--- config.mk ---
export PLATFORM = sky130hd
export DESIGN_NAME = dma_xfer_engine
export DESIGN_NICKNAME = d
export VERILOG_FILES = /design/src/rtl/dma_xfer_pkg.sv /design/src/rtl/dma_chan_ctx.sv /design/src/rtl/dma_chan_arb.sv /design/src/rtl/dma_xfer_engine.sv
export SDC_FILE = /design/constraint.sdc
export NUM_CORES = 2
export LEC_CHECK = 0
export ABC_AREA = 1
export BUFFER_PORTS_ARGS = -buffer_cell sky130_fd_sc_hd__buf_2
export CORE_ASPECT_RATIO = 1.25
export CORE_MARGIN = 4
export CORE_UTILIZATION = 50
export DETAILED_ROUTE_END_ITERATION = 12
export GPL_ROUTABILITY_DRIVEN = 0
export PLACE_DENSITY = 0.66
export SYNTH_ARGS = -nofsm -noshare
export SYNTH_HDL_FRONTEND = slang
export SYNTH_SLANG_ARGS = --single-unit
export TNS_END_PERCENT = 1
--- constraint.sdc ---
create_clock -name clk -period 2.2 [get_ports clk]
set_input_delay 0.22 -clock clk [delete_from_list [all_inputs] [get_ports clk]]
set_output_delay 0.22 -clock clk [all_outputs]
set_load 0.1 [all_outputs]
--- src/rtl/dma_xfer_pkg.sv ---
package dma_xfer_pkg;

    localparam int CFG_W = 16;

    typedef enum logic [1:0] {
        ST_IDLE = 2'd0,
        ST_REQ  = 2'd1,
        ST_RD   = 2'd2,
        ST_WR   = 2'd3
    } eng_st_e;

    typedef enum logic [2:0] {
        RG_SRC = 3'd0,
        RG_DST = 3'd1,
        RG_BLK = 3'd2,
        RG_REP = 3'd3,
        RG_CTL = 3'd4,
        RG_ENG = 3'd7
    } reg_sel_e;

    // control bits 9:2
    typedef struct packed {
        logic       pair;
        logic       reload;
        logic [1:0] burst;
        logic [1:0] dmode;
        logic [1:0] smode;
    } ch_mode_t;

endpackage

--- src/rtl/dma_chan_ctx.sv ---
module dma_chan_ctx
    import dma_xfer_pkg::*;
#(
    parameter int AW = 16,
    parameter int CW = 16,
    parameter int RW = 8
) (
    input  logic             clk,
    input  logic             rst_n,
    input  logic             cfg_wr,
    input  logic [2:0]       cfg_reg,
    input  logic [CFG_W-1:0] cfg_data,
    input  logic             trig,
    input  logic             burst_go,
    input  logic             byte_done,
    input  logic             link_en,
    output logic             ready,
    output logic [AW-1:0]    rd_addr,
    output logic [AW-1:0]    wr_addr,
    output logic [1:0]       burst_code,
    output logic             last_byte,
    output logic             pair_on,
    output logic             done_p,
    output logic             complete,
    output logic             overflow
);

    logic [AW-1:0] base_src, base_dst, cur_src, cur_dst, src_nx, dst_nx;
    logic [CW-1:0] blk_len, cnt_left;
    logic [RW-1:0] rep_cnt, rep_left;
    ch_mode_t      mode;
    logic          en, pend, sw_go, arm, blk_end;

    assign sw_go      = cfg_wr && (reg_sel_e'(cfg_reg) == RG_CTL) && cfg_data[1];
    assign arm        = trig | sw_go;
    assign blk_end    = (cnt_left == CW'(1));
    assign last_byte  = blk_end && (rep_left == RW'(1));
    assign ready      = en & pend;
    assign rd_addr    = cur_src;
    assign wr_addr    = cur_dst;
    assign burst_code = mode.burst;
    assign pair_on    = mode.pair;

    always_comb begin
        unique case (mode.smode)
            2'd0:    src_nx = cur_src + AW'(1);
            2'd1:    src_nx = cur_src - AW'(1);
            default: src_nx = cur_src;
        endcase
        unique case (mode.dmode)
            2'd0:    dst_nx = cur_dst + AW'(1);
            2'd1:    dst_nx = cur_dst - AW'(1);
            default: dst_nx = cur_dst;
        endcase
    end

    always_ff @(posedge clk) begin
        if (!rst_n) begin
            base_src <= '0; base_dst <= '0; cur_src <= '0; cur_dst <= '0;
            blk_len  <= '0; cnt_left <= '0; rep_cnt <= '0; rep_left <= '0;
            mode     <= '0; en <= 1'b0; pend <= 1'b0;
            done_p   <= 1'b0; complete <= 1'b0; overflow <= 1'b0;
        end else begin
            done_p <= 1'b0;
            pend   <= (pend & ~burst_go) | arm;
            if (cfg_wr) begin
                case (reg_sel_e'(cfg_reg))
                    RG_SRC: begin base_src <= AW'(cfg_data); cur_src <= AW'(cfg_data); end
                    RG_DST: begin base_dst <= AW'(cfg_data); cur_dst <= AW'(cfg_data); end
                    RG_BLK: begin blk_len <= CW'(cfg_data); cnt_left <= CW'(cfg_data); end
                    RG_REP: begin rep_cnt <= RW'(cfg_data); rep_left <= RW'(cfg_data); end
                    RG_CTL: begin
                        en       <= cfg_data[0];
                        mode     <= cfg_data[9:2];
                        complete <= 1'b0;
                        overflow <= 1'b0;
                    end
                    default: ;
                endcase
            end
            if (arm && pend && !burst_go)
                overflow <= 1'b1;
            if (byte_done) begin
                cur_src <= src_nx;
                cur_dst <= dst_nx;
                if (blk_end) begin
                    cnt_left <= blk_len;
                    rep_left <= rep_left - RW'(1);
                end else begin
                    cnt_left <= cnt_left - CW'(1);
                end
                if (last_byte) begin
                    rep_left <= rep_cnt;
                    en       <= 1'b0;
                    done_p   <= 1'b1;
                    complete <= 1'b1;
                    if (mode.reload) begin
                        cur_src <= base_src;
                        cur_dst <= base_dst;
                    end
                end
            end
            if (link_en)
                en <= 1'b1;
        end
    end

endmodule

--- src/rtl/dma_chan_arb.sv ---
module dma_chan_arb #(
    parameter int N = 4,
    localparam int IW = (N > 1) ? $clog2(N) : 1
) (
    input  logic          clk,
    input  logic          rst_n,
    input  logic [N-1:0]  req,
    input  logic          rr_mode,
    input  logic          take,
    output logic [IW-1:0] pick,
    output logic          any
);

    logic [IW-1:0] last;
    logic          found;

    assign any = |req;

    always_comb begin
        pick  = '0;
        found = 1'b0;
        if (!rr_mode) begin
            for (int k = 0; k < N; k++) begin
                if (req[k] && !found) begin
                    pick  = IW'(k);
                    found = 1'b1;
                end
            end
        end else begin
            for (int k = 1; k <= N; k++) begin
                if (req[(int'(last) + k) % N] && !found) begin
                    pick  = IW'((int'(last) + k) % N);
                    found = 1'b1;
                end
            end
        end
    end

    always_ff @(posedge clk) begin
        if (!rst_n)
            last <= IW'(N - 1);
        else if (take)
            last <= pick;
    end

endmodule

--- src/rtl/dma_xfer_engine.sv ---
module dma_xfer_engine
    import dma_xfer_pkg::*;
#(
    parameter int NCH = 4,
    parameter int AW  = 16,
    parameter int DW  = 8,
    parameter int CW  = 16,
    parameter int RW  = 8,
    localparam int IW  = $clog2(NCH),
    localparam int BLW = 4
) (
    input  logic             clk,
    input  logic             rst_n,
    input  logic             cfg_we,
    input  logic [IW-1:0]    cfg_ch,
    input  logic [2:0]       cfg_reg,
    input  logic [CFG_W-1:0] cfg_wdata,
    input  logic [NCH-1:0]   trig,
    output logic             bus_req,
    input  logic             bus_grant,
    output logic [AW-1:0]    mem_addr,
    output logic             mem_re,
    output logic             mem_we,
    input  logic [DW-1:0]    mem_rdata,
    output logic [DW-1:0]    mem_wdata,
    output logic [NCH-1:0]   done,
    output logic [NCH-1:0]   complete,
    output logic [NCH-1:0]   overflow
);

    eng_st_e        state, state_nx;
    logic [IW-1:0]  sel, pick;
    logic [BLW-1:0] blen_left;
    logic [DW-1:0]  data_q;
    logic           rr_q, any, take;

    logic [AW-1:0]  ch_src [NCH];
    logic [AW-1:0]  ch_dst [NCH];
    logic [1:0]     ch_bc  [NCH];
    logic [NCH-1:0] ch_last, ch_ready, ch_pair, go_vec, step_vec, link_vec;

    for (genvar g = 0; g < NCH; g++) begin : g_ch
        assign link_vec[g] = done[g ^ 1] & ch_pair[g ^ 1];
        dma_chan_ctx #(.AW(AW), .CW(CW), .RW(RW)) u_ctx (
            .clk       (clk),
            .rst_n     (rst_n),
            .cfg_wr    (cfg_we && (cfg_ch == IW'(g))),
            .cfg_reg   (cfg_reg),
            .cfg_data  (cfg_wdata),
            .trig      (trig[g]),
            .burst_go  (go_vec[g]),
            .byte_done (step_vec[g]),
            .link_en   (link_vec[g]),
            .ready     (ch_ready[g]),
            .rd_addr   (ch_src[g]),
            .wr_addr   (ch_dst[g]),
            .burst_code(ch_bc[g]),
            .last_byte (ch_last[g]),
            .pair_on   (ch_pair[g]),
            .done_p    (done[g]),
            .complete  (complete[g]),
            .overflow  (overflow[g])
        );
    end

    dma_chan_arb #(.N(NCH)) u_arb (
        .clk    (clk),
        .rst_n  (rst_n),
        .req    (ch_ready),
        .rr_mode(rr_q),
        .take   (take),
        .pick   (pick),
        .any    (any)
    );

    always_comb begin
        state_nx = state;
        unique case (state)
            ST_IDLE: if (any)       state_nx = ST_REQ;
            ST_REQ:  if (bus_grant) state_nx = ST_RD;
            ST_RD:   if (bus_grant) state_nx = ST_WR;
            ST_WR:   if (bus_grant)
                         state_nx = (ch_last[sel] || blen_left == BLW'(1)) ? ST_IDLE : ST_RD;
        endcase
    end

    always_ff @(posedge clk) begin
        if (!rst_n) begin
            state     <= ST_IDLE;
            sel       <= '0;
            blen_left <= '0;
            data_q    <= '0;
            rr_q      <= 1'b0;
        end else begin
            state <= state_nx;
            if (take) begin
                sel       <= pick;
                blen_left <= BLW'(1) << ch_bc[pick];
            end
            if (state == ST_RD && bus_grant)
                data_q <= mem_rdata;
            if (state == ST_WR && bus_grant)
                blen_left <= blen_left - BLW'(1);
            if (cfg_we && reg_sel_e'(cfg_reg) == RG_ENG)
                rr_q <= cfg_wdata[0];
        end
    end

    always_comb begin
        take      = (state == ST_IDLE) && any;
        go_vec    = take ? (NCH'(1) << pick) : '0;
        bus_req   = (state != ST_IDLE);
        mem_re    = (state == ST_RD) && bus_grant;
        mem_we    = (state == ST_WR) && bus_grant;
        step_vec  = mem_we ? (NCH'(1) << sel) : '0;
        mem_addr  = (state == ST_WR) ? ch_dst[sel] : ch_src[sel];
        mem_wdata = data_q;
    end

endmodule

==> impl_metrics.env <==
export IMPL_synth_top_area_cell="sky130_fd_sc_hd__dfxtp_1"
export IMPL_r2r_start="g_ch[1].u_ctx.rep_left[2]$_SDFF_PN0_"
export IMPL_placedCellCount=6011
export IMPL_cts_root_buffer_cell="sky130_fd_sc_hd__clkbuf_16"
export IMPL_fin_area_um2=38530
export IMPL_timing_setup_tns_ns=-3.810
export IMPL_groute_layer_met3_usage=0.05512
export IMPL_crit_path_max_fanout=15
export IMPL_clkSlewWorstSetupHoldPaths_ns=0.06
export IMPL_nets=5310
export IMPL_timing_hold_worst_start="cfg_wdata[1]"
export IMPL_antenna_found_initial=1
export IMPL_global_route_wire_length_before_repair_um=185800
export IMPL_number_of_flops_mapped_to_enable_cells_by_yosys=0
export IMPL_area_growth_syn_to_layout_pct=18.02
export IMPL_fin_crit_sh=1.126
export IMPL_path_cells="inv_4 > nand2_2 > buf_12 > o22ai_2 > a221oi_1 > o21ai_2 > buf_12"
export IMPL_peakVddDrop_mv=0.6527
export IMPL_tightestPinTransition_ns=1.009
export IMPL_synthFlopType="sky130_fd_sc_hd__dfxtp_1"
export IMPL_synth_top_cell_area_share=0.3183
export IMPL_critical_path_most_common_cell="sky130_fd_sc_hd__buf_12"
export IMPL_cts_sink_count=519
export IMPL_layout_setup_ws_ns=-0.2765
export IMPL_cp_start_kind="register"
export IMPL_place_port_buffers=75
export IMPL_use_met1=0.4323
export IMPL_post_route_drc_count=0
export IMPL_grt_max_usage_layer="met2"
export IMPL_postLayoutCoreUtil=0.5970
export IMPL_viasPerCell=5.843
export IMPL_grt_util_met2=0.5273
export IMPL_synth_ff_latch_count=519
export IMPL_routed_via_count=35870
export IMPL_cts_tree="yes"
export IMPL_design_power_total_w=0.02170
export IMPL_grt_start_max_net_pins=122
export IMPL_final_period_minus_worst_setup_slack_ns=2.477
export IMPL_pin_count=76
export IMPL_arrival_ns=2.26
export IMPL_r2r_depth=12
export IMPL_placed_area_um2=35930
export IMPL_achievable_frequency_mhz=403.8
export IMPL_hp_class="in2reg"
export IMPL_finalHoldViolations=0
export IMPL_drv_slew=0
export IMPL_die_height_um=293.7
export IMPL_slew_headroom=0.3247
export IMPL_die_area_um2=69470
export IMPL_worstSkewPairLatency_ns=0.64
export IMPL_cts_htree_levels=2
export IMPL_postSynthNetCount=5093
export IMPL_max_stage_delay_ns=0.40
export IMPL_layout_cells_non_filler=6140
export IMPL_post_synth_num_cell_types=64
export IMPL_globalRouteTotalUtil=0.3301
export IMPL_status="complete, but fails checks"
export IMPL_critical_path_endpoint_type="primary output"
export IMPL_totalWireLength_um=119900
export IMPL_rsz0062_at_grt="true"
export IMPL_worst_r2r_endpoint="g_ch[1].u_ctx.wr_addr[5]$_SDFFE_PN0P_"
export IMPL_detail_route_first_pass_iterations=8
export IMPL_antenna_left=0
export IMPL_yosysMostFrequentCell="sky130_fd_sc_hd__nand2_1"
export IMPL_critPathSlowestCell="sky130_fd_sc_hd__dfxtp_4"
export IMPL_place_hpwl_um=86710
export IMPL_syn_mean_instance_area_um2=6.490
export IMPL_starting_density=0.5058
export IMPL_floorplan_rows=104
export IMPL_clock_path_buffers=3
export IMPL_dieWidth_um=236.5
export IMPL_yosys_top_cells_count="sky130_fd_sc_hd__nand2_1, sky130_fd_sc_hd__o21ai_0, sky130_fd_sc_hd__inv_1"
export IMPL_p_leak_nw=16.64
export IMPL_synth_top_cells_by_area="sky130_fd_sc_hd__dfxtp_1, sky130_fd_sc_hd__nand2_1, sky130_fd_sc_hd__o21ai_0"
export IMPL_cts_made_buffers=55
export IMPL_synth_seq_area_share=0.3183
export IMPL_violations_in_the_final_reports="negative setup slack"
export IMPL_globalRouteOverflowTotal=0
export IMPL_layout_drive_gt1_share=0.1355
export IMPL_min_delay_worst_endpoint="g_ch[1].u_ctx.rep_cnt[1]$_SDFFE_PN0P_"
export IMPL_power_density_nw_per_um2=563.2
export IMPL_setup_viol=34
export IMPL_reg2reg_slack_ns=-0.07
export IMPL_core_area_um2=64540
export IMPL_synth_cell_area_um2=32650
export IMPL_cp_data_required_time_ns=1.98
export IMPL_grt_pass1_vias=33000
export IMPL_initialDrtViolationCount=3780
export IMPL_max_cap_viol_count=0
export IMPL_worst_setup_path_type="reg2out"
export IMPL_yosysWarnings=0
export IMPL_timing_hold_worst_path_depth=4
export IMPL_ys_async_sr_fraction=0
export IMPL_timing_clock_skew_ns=0.02403
export IMPL_synthCells=5030
export IMPL_route_detailed_wl_per_inst_um=19.53
-- metal layers --
| metal | part of all wire | wire, µm | up-vias |
|---|---|---|---|
| met2 | 0.44 | 52960 | 1677 |
| met3 | 0.090 | 10800 | 333 |
| met1 | 0.41 | 48900 | 16500 |
| li1 | - | - | 17370 |
| met5 | 0 | 0 | - |
| met4 | 0.061 | 7265 | 0 |
-- sequential cells by signal (all words and copies together) (netlist names) --
signal and count:
blen_left 4, g_ch.u_ctx.base_dst 64, g_ch.u_ctx.base_src 64, g_ch.u_ctx.blk_len 64, g_ch.u_ctx.burst_code 8, g_ch.u_ctx.cnt_left 64, g_ch.u_ctx.complete 4, g_ch.u_ctx.done_p 4
g_ch.u_ctx.en 4, g_ch.u_ctx.mode 20, g_ch.u_ctx.overflow 4, g_ch.u_ctx.pair_on 4, g_ch.u_ctx.pend 4, g_ch.u_ctx.rd_addr 64, g_ch.u_ctx.rep_cnt 32, g_ch.u_ctx.rep_left 32
g_ch.u_ctx.wr_addr 64, mem_wdata 8, rr_q 1, sel 2, state 2, u_arb.last 2
-- worst max-delay path: cells and delay by family (launching register included) --
family / cells / cell delay, ns
buffers and inverters: 3 / 0.44
AOI/OAI and AO/OA: 3 / 0.59
DFF: 1 / 0.40
and+or+nand+nor: 1 / 0.19
-- cells by family after synthesis --
family          after synthesis  share of synthesized area
simple gates               1880                     0.2423
xor+xnor                    120                    0.04070
buf+inv                     875                     0.1076
compound gates             1610                     0.2812
fa+ha+maj                    26                   0.009965
flops                       519                     0.3183
-- power breakdown --
part / internal, W / switching, W / leakage, nW
registers: 0.00952 / 0.0000966 / 4.19
clock network: 0.00611 / 0.00418 / 0.960
logic: 0.000554 / 0.00124 / 11.5
total: 0.0162 / 0.00552 / 16.6
-- timing repair --
action                                 in CTS  in global routing
pin swaps                                   5                  6
cloned                                      1                  1
buffers inserted                            2                  4
resized for setup                          48                 17
hold buffers                               19                  0
endpoints found under the hold margin      60                  0
setup endpoints to repair                  23                204
-- cell type report --
| cell class | instances | area (µm²) |
|---|---|---|
| clock inverters | 25 | 409.1 |
| well taps | 848 | 1061 |
| flip-flops and latches | 519 | 10400 |
| diodes | 2 | 5.005 |
| multi-input cells | 3636 | 19030 |
| clock buffers | 75 | 1583 |
| inverters | 589 | 2223 |
| repair buffers | 446 | 3820 |
| fillers | 6251 | 26010 |
-- placed cells by master (no fill, tap or decap), types with 59 or more instances in the layout --
cell and n:
sky130_fd_sc_hd__dfxtp_1 516, sky130_fd_sc_hd__o21ai_0 629, sky130_fd_sc_hd__a41oi_1 62, sky130_fd_sc_hd__nor2_1 453, sky130_fd_sc_hd__xor2_1 74, sky130_fd_sc_hd__a21oi_1 528, sky130_fd_sc_hd__nor3_1 60, sky130_fd_sc_hd__o211ai_1 84
sky130_fd_sc_hd__nand3_1 237, sky130_fd_sc_hd__nand2_1 992, sky130_fd_sc_hd__buf_4 323, sky130_fd_sc_hd__a211oi_1 59, sky130_fd_sc_hd__inv_1 544
-- per-stage QoR --
step           hold WS, ns  setup WS [ns]
2_1_floorplan       0.3549        -0.4877
3_5_place_dp        0.4434       -0.02753
4_1_cts            0.01202        -0.3163
6_report           0.05694        -0.2765
5_1_grt            0.04357        -0.3518
3_3_place_gp        0.4387      -0.006511
-- how the worst max path moves through the flow --
stage               slack (ns)  depth (start not counted)                                      to                            startpoint
CTS                      -0.32                          8                            mem_addr[15]                   sel[0]$_SDFFE_PN0P_
floorplan                -0.49                          5                             mem_addr[1]                   sel[0]$_SDFFE_PN0P_
global placement        -0.007                         13  g_ch[3].u_ctx.cnt_left[5]$_SDFFE_PN0P_                             bus_grant
detailed placement       -0.03                         13   g_ch[1].u_ctx.wr_addr[3]$_SDFFE_PN0P_  g_ch[1].u_ctx.rep_left[1]$_SDFF_PN0_
global route             -0.35                          7                            mem_addr[15]                   sel[1]$_SDFFE_PN0P_
finish                   -0.28                          7                            mem_addr[13]                   sel[0]$_SDFFE_PN0P_
Power figures use the tool's default switching activity.
